[src/rtl/pcm_tsa_pkg.sv]
package pcm_tsa_pkg;

    localparam int TSA_SLOT_W = 6;
    localparam int TSA_BIT_W  = 3;
    localparam int TSA_PORTS  = 2;

    typedef enum logic [1:0] {
        ST_NOSYNC = 2'd0,
        ST_LEAD   = 2'd1,
        ST_ACTIVE = 2'd2,
        ST_TRAIL  = 2'd3
    } slot_state_e;

    typedef enum logic {
        TM_FIXED    = 1'b0,
        TM_ASSIGNED = 1'b1
    } timing_mode_e;

endpackage

[src/rtl/pcm_tsa_cfg_regs.sv]
module pcm_tsa_cfg_regs
    import pcm_tsa_pkg::*;
#(
    parameter int CFG_W = 8
) (
    input  logic             clk,
    input  logic             rst_n,
    input  logic             wr_tx,
    input  logic             wr_rx,
    input  logic             wr_mode,
    input  logic [CFG_W-1:0] wr_data,
    output logic [CFG_W-1:0] pend_tx,
    output logic [CFG_W-1:0] pend_rx,
    output timing_mode_e     pend_mode
);

    always_ff @(posedge clk or negedge rst_n) begin
        if (!rst_n) begin
            pend_tx   <= '0;
            pend_rx   <= '0;
            pend_mode <= TM_FIXED;
        end else begin
            if (wr_tx)   pend_tx   <= wr_data;
            if (wr_rx)   pend_rx   <= wr_data;
            if (wr_mode) pend_mode <= timing_mode_e'(wr_data[0]);
        end
    end

endmodule

[src/rtl/pcm_tsa_frame_edge.sv]
module pcm_tsa_frame_edge (
    input  logic clk,
    input  logic rst_n,
    input  logic fs,
    output logic frame_start
);

    logic fs_q;

    always_ff @(posedge clk or negedge rst_n) begin
        if (!rst_n) fs_q <= 1'b0;
        else        fs_q <= fs;
    end

    assign frame_start = fs & ~fs_q;

endmodule

[src/rtl/pcm_tsa_slot_engine.sv]
module pcm_tsa_slot_engine
    import pcm_tsa_pkg::*;
#(
    parameter int SLOT_W = TSA_SLOT_W,
    parameter int BIT_W  = TSA_BIT_W,
    parameter int SEL_W  = 1,
    localparam int CFG_W = SLOT_W + SEL_W + 1,
    localparam int POS_W = SLOT_W + BIT_W + 1
) (
    input  logic             clk,
    input  logic             rst_n,
    input  logic             frame_start,
    input  logic [CFG_W-1:0] pend_cfg,
    input  timing_mode_e     pend_mode,
    output logic             slot_active,
    output logic [SEL_W-1:0] slot_sel,
    output logic [BIT_W-1:0] bit_idx
);

    localparam logic [POS_W-1:0] SLOT_LEN = POS_W'(1 << BIT_W);
    localparam logic [POS_W-1:0] POS_MAX  = {POS_W{1'b1}};

    slot_state_e      state_q, state_n;
    logic [POS_W-1:0] pos_q, pos_n, pos_inc;
    logic [POS_W-1:0] start_q, start_n, new_start;
    logic [SEL_W-1:0] sel_q, sel_n;
    logic             new_en;

    // First position of the slot for a given byte and timing mode
    always_comb begin
        new_en = pend_cfg[CFG_W-1];
        if (pend_mode == TM_ASSIGNED)
            new_start = {1'b0, pend_cfg[SLOT_W-1:0], {BIT_W{1'b0}}} + POS_W'(1);
        else
            new_start = '0;
    end

    assign pos_inc = (pos_q == POS_MAX) ? pos_q : pos_q + POS_W'(1);

    // Next-state process
    always_comb begin
        state_n = state_q;
        pos_n   = pos_inc;
        start_n = start_q;
        sel_n   = sel_q;
        unique case (state_q)
            ST_NOSYNC: state_n = ST_NOSYNC;
            ST_LEAD:   if (pos_inc == start_q) state_n = ST_ACTIVE;
            ST_ACTIVE: if (pos_inc == start_q + SLOT_LEN) state_n = ST_TRAIL;
            ST_TRAIL:  state_n = ST_TRAIL;
        endcase
        if (frame_start) begin
            pos_n   = '0;
            start_n = new_start;
            sel_n   = pend_cfg[CFG_W-2 -: SEL_W];
            if (!new_en)
                state_n = ST_TRAIL;
            else if (new_start == '0)
                state_n = ST_ACTIVE;
            else
                state_n = ST_LEAD;
        end
    end

    // State register process
    always_ff @(posedge clk or negedge rst_n) begin
        if (!rst_n) begin
            state_q <= ST_NOSYNC;
            pos_q   <= '0;
            start_q <= '0;
            sel_q   <= '0;
        end else begin
            state_q <= state_n;
            pos_q   <= pos_n;
            start_q <= start_n;
            sel_q   <= sel_n;
        end
    end

    // Output process
    always_comb begin
        slot_active = 1'b0;
        bit_idx     = '0;
        slot_sel    = sel_q;
        unique case (state_q)
            ST_ACTIVE: begin
                slot_active = 1'b1;
                bit_idx     = BIT_W'(pos_q - start_q);
            end
            ST_NOSYNC, ST_LEAD, ST_TRAIL: begin
                slot_active = 1'b0;
                bit_idx     = '0;
            end
        endcase
    end

endmodule

[src/rtl/pcm_tsa_port_demux.sv]
module pcm_tsa_port_demux #(
    parameter int PORTS = 2,
    localparam int SEL_W = (PORTS > 1) ? $clog2(PORTS) : 1
) (
    input  logic             active,
    input  logic [SEL_W-1:0] sel,
    output logic [PORTS-1:0] en
);

    for (genvar p = 0; p < PORTS; p++) begin : g_port
        assign en[p] = active && (sel == SEL_W'(p));
    end

endmodule

[src/rtl/pcm_slot_assign.sv]
module pcm_slot_assign
    import pcm_tsa_pkg::*;
#(
    parameter int SLOT_W = TSA_SLOT_W,
    parameter int BIT_W  = TSA_BIT_W,
    parameter int PORTS  = TSA_PORTS,
    localparam int SEL_W = (PORTS > 1) ? $clog2(PORTS) : 1,
    localparam int CFG_W = SLOT_W + SEL_W + 1
) (
    input  logic             clk,
    input  logic             rst_n,
    input  logic             fs_tx,
    input  logic             fs_rx,
    input  logic             wr_tx,
    input  logic             wr_rx,
    input  logic             wr_mode,
    input  logic [CFG_W-1:0] wr_data,
    output logic [PORTS-1:0] tx_oe,
    output logic [BIT_W-1:0] tx_bit,
    output logic [PORTS-1:0] rx_stb,
    output logic [BIT_W-1:0] rx_bit
);

    localparam int DIRS = 2; // 0 = transmit, 1 = receive

    logic [CFG_W-1:0] pend_tx, pend_rx;
    timing_mode_e     pend_mode;

    logic [DIRS-1:0]             fs_vec;
    logic [DIRS-1:0][CFG_W-1:0]  pend_vec;
    logic [DIRS-1:0]             start_vec;
    logic [DIRS-1:0]             active_vec;
    logic [DIRS-1:0][SEL_W-1:0]  sel_vec;
    logic [DIRS-1:0][BIT_W-1:0]  bit_vec;
    logic [DIRS-1:0][PORTS-1:0]  en_vec;

    pcm_tsa_cfg_regs #(.CFG_W(CFG_W)) u_cfg (
        .clk       (clk),
        .rst_n     (rst_n),
        .wr_tx     (wr_tx),
        .wr_rx     (wr_rx),
        .wr_mode   (wr_mode),
        .wr_data   (wr_data),
        .pend_tx   (pend_tx),
        .pend_rx   (pend_rx),
        .pend_mode (pend_mode)
    );

    assign fs_vec   = {fs_rx, fs_tx};
    assign pend_vec = {pend_rx, pend_tx};

    for (genvar d = 0; d < DIRS; d++) begin : g_dir
        pcm_tsa_frame_edge u_edge (
            .clk         (clk),
            .rst_n       (rst_n),
            .fs          (fs_vec[d]),
            .frame_start (start_vec[d])
        );

        pcm_tsa_slot_engine #(
            .SLOT_W (SLOT_W),
            .BIT_W  (BIT_W),
            .SEL_W  (SEL_W)
        ) u_engine (
            .clk         (clk),
            .rst_n       (rst_n),
            .frame_start (start_vec[d]),
            .pend_cfg    (pend_vec[d]),
            .pend_mode   (pend_mode),
            .slot_active (active_vec[d]),
            .slot_sel    (sel_vec[d]),
            .bit_idx     (bit_vec[d])
        );

        pcm_tsa_port_demux #(.PORTS(PORTS)) u_demux (
            .active (active_vec[d]),
            .sel    (sel_vec[d]),
            .en     (en_vec[d])
        );
    end

    assign tx_oe  = en_vec[0];
    assign tx_bit = bit_vec[0];
    assign rx_stb = en_vec[1];
    assign rx_bit = bit_vec[1];

endmodule

[config.mk]
export PLATFORM = sky130hd
export DESIGN_NAME = pcm_slot_assign
export DESIGN_NICKNAME = d
export VERILOG_FILES = /design/src/rtl/pcm_tsa_pkg.sv /design/src/rtl/pcm_tsa_cfg_regs.sv /design/src/rtl/pcm_tsa_frame_edge.sv /design/src/rtl/pcm_tsa_slot_engine.sv /design/src/rtl/pcm_tsa_port_demux.sv /design/src/rtl/pcm_slot_assign.sv
export SDC_FILE = /design/constraint.sdc
export NUM_CORES = 1
export LEC_CHECK = 0
export ABC_CLOCK_PERIOD_IN_PS = 2770
export BUFFER_PORTS_ARGS = -buffer_cell sky130_fd_sc_hd__buf_2
export CELL_PAD_IN_SITES_DETAIL_PLACEMENT = 1
export CELL_PAD_IN_SITES_GLOBAL_PLACEMENT = 2
export CORE_MARGIN = 5
export CORE_UTILIZATION = 38
export DETAILED_ROUTE_END_ITERATION = 8
export PLACE_DENSITY_LB_ADDON = 0.1
export SLEW_MARGIN = 20
export SYNTH_ARGS = -nofsm -noshare
export SYNTH_HDL_FRONTEND = slang
export SYNTH_SLANG_ARGS = --single-unit
[constraint.sdc]
create_clock -name clk -period 2.77 [get_ports clk]
set_input_delay 0.277 -clock clk [delete_from_list [all_inputs] [get_ports clk]]
set_output_delay 0.277 -clock clk [all_outputs]
set_load 0.1 [all_outputs]
# After elaboration in Yosys (flattened, before gate mapping)
# Cells that the tools add are included.
[totals]
ram_bits = 0
ff_bits = 65
memories = 0
romBits = 0
elab_cells = 77
out_inout_bits = 10
inputBits = 15
latchBits = 0
[op_classes]
reduce_logical = 12
bitwise_logic = 6
div = 0
magnitude_cmp = 0
addsub = 8
shifts = 0
multipliers = 0
mux = 22
eq_ne = 16
[op_table]
columns = ["op", "n"]
rows = [
  ["2-to-1 mux 10 bit", 6],
  ["equality test 10 bit", 4],
  ["adder 10 x 1 -> 10 bit (second input constant)", 2],
  ["adder 10 x 4 -> 10 bit (second input constant)", 2],
  ["adder 9 x 1 -> 10 bit (second input constant)", 2],
  ["equality test 10 bit (second input constant)", 2],
  ["logical NOT 10 bit", 2],
  ["2-to-1 mux 2 bit", 10],
  ["one-hot mux 2 bit (4 select lines)", 2],
  ["!= test 3 x 2 -> 1 bit (second input constant)", 4],
  ["one-hot mux 3 bit (2 select lines)", 2],
  ["equality test 2 bit (second input constant)", 4],
  ["OR reduction 3 bit", 2],
  ["subtractor 3 bit", 2],
  ["equality test 2 x 1 -> 1 bit (second input constant)", 2],
  ["logical AND 1 bit", 4],
  ["logical NOT 2 bit", 2],
  ["inverter 1 bit", 4],
  ["one-hot mux 1 bit (2 select lines)", 2],
  ["AND reduction 2 bit", 2],
  ["bitwise AND 1 bit", 2],
]

# Logic depth before layout (Yosys ltp)
[depth]
depth_word = 6
ltp_mapped = 9
ltp_nobuf = 8

# Cells and area by module
# Synthesis repeated with hierarchy kept, for this count alone.
[hier_totals]
hier_cells = 364
hier_area_um2 = 3639.7
[modules_own_cells]
columns = ["mod", "cells_each", "seq_area_each_um2", "area_per_inst_um2", "instances"]
rows = [
  ["pcm_tsa_slot_engine at g_dir[1].u_engine", 162, 500.5, 1430.1, 1],
  ["pcm_tsa_slot_engine at g_dir[0].u_engine", 158, 500.5, 1400.1, 1],
  ["pcm_tsa_cfg_regs", 36, 425.4, 699.4, 1],
  ["pcm_tsa_frame_edge", 2, 25.0, 38.8, 2],
  ["pcm_tsa_port_demux", 2, 0.0, 16.3, 2],
]

# Least setup slack after synthesis
# OpenSTA, ideal clock, no wires.
[synth_timing]
path_type = "register to output"
startpoint = "register g_dir[0].u_engine.pos_q[0]"
endpoint = "output tx_bit[2]"
path_stages_with_launch = 6
required_ns = 2.493
setup_slack_ns = 0.290
t_arrival_ns = 2.203
path_buffers = 0
cell_sequence = "dfrtp_1 inv_1 ha_1 ha_1 xnor2_1 nor2_1"
[synth_via]
elab_chain_len = 2
[synth_lines]
columns = ["element", "line_no", "rtl"]
rows = [
  ["start, declared", "pcm_tsa_slot_engine.sv:24", "logic [POS_W-1:0] pos_q, pos_n, pos_inc;"],
  ["start signal, assigned", "pcm_tsa_slot_engine.sv:74", "pos_q <= pos_n;"],
  ["subtractor 3 bit", "pcm_tsa_slot_engine.sv:88", "bit_idx = BIT_W'(pos_q - start_q);"],
  ["one-hot mux 3 bit (2 select lines)", "pcm_tsa_slot_engine.sv:85", "unique case (state_q)"],
  ["end, declared", "pcm_slot_assign.sv:19", "output logic [BIT_W-1:0] tx_bit,"],
]
# No other way between the ends.

# Worst setup path after layout
[layout_timing]
startpoint = "register g_dir[0].u_engine.pos_q[0]"
endpoint = "register g_dir[0].u_engine.state_q[0]"
[layout_via]
elab_chain_len = 5
word_cells_on_any_way = 8
cone_classes = "1 x add/sub; 5 x eq/ne; 1 x mux; 1 x reduce/logical"
[layout_lines]
columns = ["element", "line_no", "rtl"]
rows = [
  ["adder 10 x 1 -> 10 bit / equality test 10 bit (equally long branches)", "pcm_tsa_slot_engine.sv:38", "assign pos_inc = (pos_q == POS_MAX) ? pos_q : pos_q + POS_W'(1);"],
  ["2-to-1 mux 10 bit *", "pcm_tsa_slot_engine.sv:38", ""],
  ["equality test 10 bit (on tied branches)", "pcm_tsa_slot_engine.sv:48, pcm_tsa_slot_engine.sv:49", ""],
  ["!= test 3 x 2 -> 1 bit (no source line)", "--", ""],
  ["AND reduction 2 bit (no source line) *", "--", ""],
  ["end signal, assigned", "pcm_tsa_slot_engine.sv:73", "state_q <= state_n;"],
  ["end, declared", "pcm_tsa_slot_engine.sv:23", "slot_state_e state_q, state_n;"],
]
# Mark *: on every way between the ends. The rest lies on a longest branch, timed or not.
# A chain may end at the register's enable or synchronous reset.

==> results by group <==
Worst setup path
  • WS Path Type: flop to flop
  • Crit path launch type: flop
  • CP max FO: 7
  • Slowest cell on the critical path: or3_1
  • Worst setup EP type: flop
  • CP required: 2.97 ns
  • CP peak stage delay: about 0.5 ns
  • Crit-path cells: ha_1 > nand3_2 > or3_1 > nand3_2 > mux2_2 > o31a_1 > o221ai_1 > o311ai_1
  • CP most frequent cell: nand3_2
  • CP Data Arrival Time: 2.78 ns

Timing
  • Clock Skew: 0.00987 ns
  • Final Hold Fails: 5
  • Min Tclk post-route: 2.57 ns
  • Worst-Margin Slew: 0.733 ns
  • Final worst path period share: between 90 and 100%
  • Slew headroom: 51.1%
  • Hold WS: -0.0106 ns
  • Fin. max-slew vios: 0
  • Setup-failing EPs final: 0
  • Fmax: 389 MHz
  • Fin Setup TNS: 0 ns
  • Unrepaired setup endpoints after global routing: false

Global route
  • Vias in the first global route: 2913
  • Largest net degree at the start of global routing: 32
  • Initial antenna violation count: 0
  • First-pass GRT wire length: roughly 15000 um
  • GRT Total Usage: 17.0%
  • Total grt overflow: 0

Cells and area
  • Final #Nets: 422
  • Filler Cell Count: 1073
  • Layout cells sized above 1: roughly a fifth
  • Diodes inserted: 0
  • Post-route design area: 3950 sq um
  • Synth-to-layout area growth: 13.2%

Synth
  • Synth area leader: dfrtp_1
  • Synthesis Warnings: 0
  • Asr flop ratio synth: 100%
  • Synthesized area: 3480 sq um
  • Area share of the largest cell type after synthesis: 42.4%
  • Yosys cell types: 60
  • Post-synth EDFFs: 0
  • Synth Flop Type: dfrtp_1
  • Mapped Avg Cell Area: 9.32 sq um
  • Post-Synthesis Cells: between 300 and 400
  • Synth top area cells: dfrtp_1 42%, mux2_2 6.1%, nand2_1 5.3%
  • #FFs+latches synth: 59
  • Post-Syn Nets: 397
  • Register area share after synthesis: 42.4%

Detailed routing
  • Routed via count: 2777
  • Final WL: 8920 um
  • WL per Instance: 17.3 um
  • Post-route ant nets: 0
  • # DRC: 0
  • Pre-antenna DRT Iters: 4
  • Vias per cell: 5.39
  • Iteration-0 DRC Markers: 56

Clock network
  • Later-pin clock latency in the skew report: 0.33 ns
  • Num CTS Buffers: 9
  • H-tree depth: 3
  • Clock Tree Buf Depth: 2
  • CTS root buf: clkbuf_8
  • CTS tree: built
  • Num Clock Sinks: 59
  • Clk slew on worst S/H paths: about 0.08 ns
  • Post-cts resize count: 0
  • Post-CTS Hold Buffers: 0
  • Post-CTS Setup Repair Bufs: 0

Pwr
  • PwrDens: between 700 and 800 nW/um^2
  • Leakage Power: about 1.8 nW
  • Peak VDD IR: 363 uV

Status
  • Status: finished with violations
  • Failing checks: hold timing

Run
  • Max Cap Violations: 0

Floorplanning
  • Core area: 9110 sq um
  • Starting Density: between 30% and 40%
  • Die ar.: 11200 sq um
  • Die X: 106 um
  • Chip Height: 106 um
  • IO Pins: 25
  • # rows: 35

Placed design
  • Gpl congestion: between 0.8 and 0.9
  • HPWL Detailed: 6730 um
  • Port Buf Inserts: 24
  • DP Area: between 3000 and 4000 sq um

Worst hold path
  • Hold crit path type: input port to async pin
==> kinds of logic (layout without fill, tap and decap cells) <==
family,count (synthesis),after routing,share of synthesized area (%)
and+or+nand+nor,177,177,26.3
DFF,59,59,42.4
AOI/OAI and AO/OA,51,51,10.1
muxes,28,28,8.73
buffers and inverters,28,58,3.41
xor gates and xnor gates,23,23,6.18
adders and majority gates,8,8,2.87
==> cell usage after synthesis, types with 2 or more instances <==
cell,instances
nor3_2,2
mux2_2,19
nor3_1,11
o31a_1,3
inv_1,10
and2_1,4
clkbuf_2,2
xnor2_1,10
or3_1,4
nand2b_1,6
a21oi_1,3
a31oi_1,7
nor2_1,35
nand3_2,4
o21ai_0,16
mux2i_1,9
o211ai_1,2
xor2_1,12
and3_2,2
ha_1,8
and3_1,9
and4_1,2
buf_2,3
nand4_1,6
clkbuf_1,11
dfrtp_1,59
nand3_1,29
nor2b_1,2
nor3b_1,3
a21o_1,2
nand2_1,49
nor4_1,2
==> path summary, 6_finish.rpt <==
check	startpoint	endpoint	slack, ns	depth (start not counted)
max in group asynchronous	rst_n	u_cfg.pend_tx[7]$_DFFE_PN0P_	2.08	2
worst max-delay path	g_dir[0].u_engine.pos_q[0]$_DFF_PN0_	g_dir[0].u_engine.state_q[0]$_DFFE_PN0P_	0.20	8
worst min-delay path	rst_n	g_dir[1].u_engine.pos_q[3]$_DFF_PN0_	-0.01	1
worst max register to register	g_dir[0].u_engine.pos_q[0]$_DFF_PN0_	g_dir[0].u_engine.state_q[0]$_DFFE_PN0P_	0.20	8
worst min register to register	u_cfg.pend_tx[6]$_DFFE_PN0P_	g_dir[0].u_engine.slot_sel$_DFFE_PN0P_	0.48	2
min in group clk	fs_tx	g_dir[0].u_edge.fs_q$_DFF_PN0_	0.07	1
==> layout make-up <==
| class | count | area, sq um | share of cell area [%] |
|---|---|---|---|
| clock inverter | 7 | 100 | 2.54 |
| inverter | 10 | 37.5 | 0.951 |
| multi-input combinational | 287 | 1890 | 47.9 |
| timing repair buffer | 32 | 180 | 4.57 |
| sequential | 59 | 1480 | 37.4 |
| clock buffer | 9 | 124 | 3.14 |
| tap | 111 | 139 | 3.52 |
==> sequential cells by signal (all words and copies together) (netlist names) <==
name,count
g_dir.u_engine.pos_q,20
g_dir.u_engine.start_q,14
u_cfg.pend_rx,8
u_cfg.pend_tx,8
g_dir.u_engine.state_q,4
g_dir.u_edge.fs_q,2
g_dir.u_engine.slot_sel,2
u_cfg.pend_mode,1
==> through the flow <==
step,utilization [%],worst slack [ns],hold slack [ns],power (W),std cells
after floorplan,-,0.290,-0.0186,0.00174,374
after global placement,40.9,0.277,0.389,0.00191,499
after detailed placement,40.9,0.202,0.389,0.00192,499
after CTS,43.3,0.186,0.0164,0.00284,515
after global routing,43.3,0.0175,0.0561,0.00297,515
final,43.3,0.196,-0.0106,0.00280,515
==> where the power goes <==
group	switching, W	total (W)	internal (W)
logic	0.000530	0.000776	0.000246
clock network	0.000396	0.000909	0.000513
registers	0.000150	0.00112	0.000968
total	0.00108	0.00280	0.00173
==> worst max-delay path: cells and delay by family (launching register included) <==
kind	cells	cell delay, ns
flops	1	0.44
simple gates	3	0.82
mux	1	0.34
fa+ha+maj	1	0.31
compound gates	3	0.54
==> routing by layer <==
metal | wire [um] | vias up | global-route usage (%)
met4 | 53 | 0 | 4.44
met3 | 170 | 4 | 2.57
met5 | 0 | - | 0
met1 | 4700 | 1369 | 24.7
met2 | 3990 | 25 | 26.2
li1 | - | 1379 | -
==> layout by cell type (no fill, tap or decap), drive strengths merged, types with 3 or more instances in the layout <==
cell type / instances
nand4: 7
and3: 11
buf: 32
mux2: 19
and2: 5
clkbuf: 9
a31oi: 7
dfrtp: 59
inv: 11
nand2: 49
clkinv: 4
mux2i: 9
o21ai: 18
nor3: 13
ha: 8
nand2b: 6
nand3: 33
xnor2: 10
nor2: 35
nor3b: 3
o31a: 3
xor2: 12
or3: 5
a21oi: 4
Power figures use the tool's default switching activity.
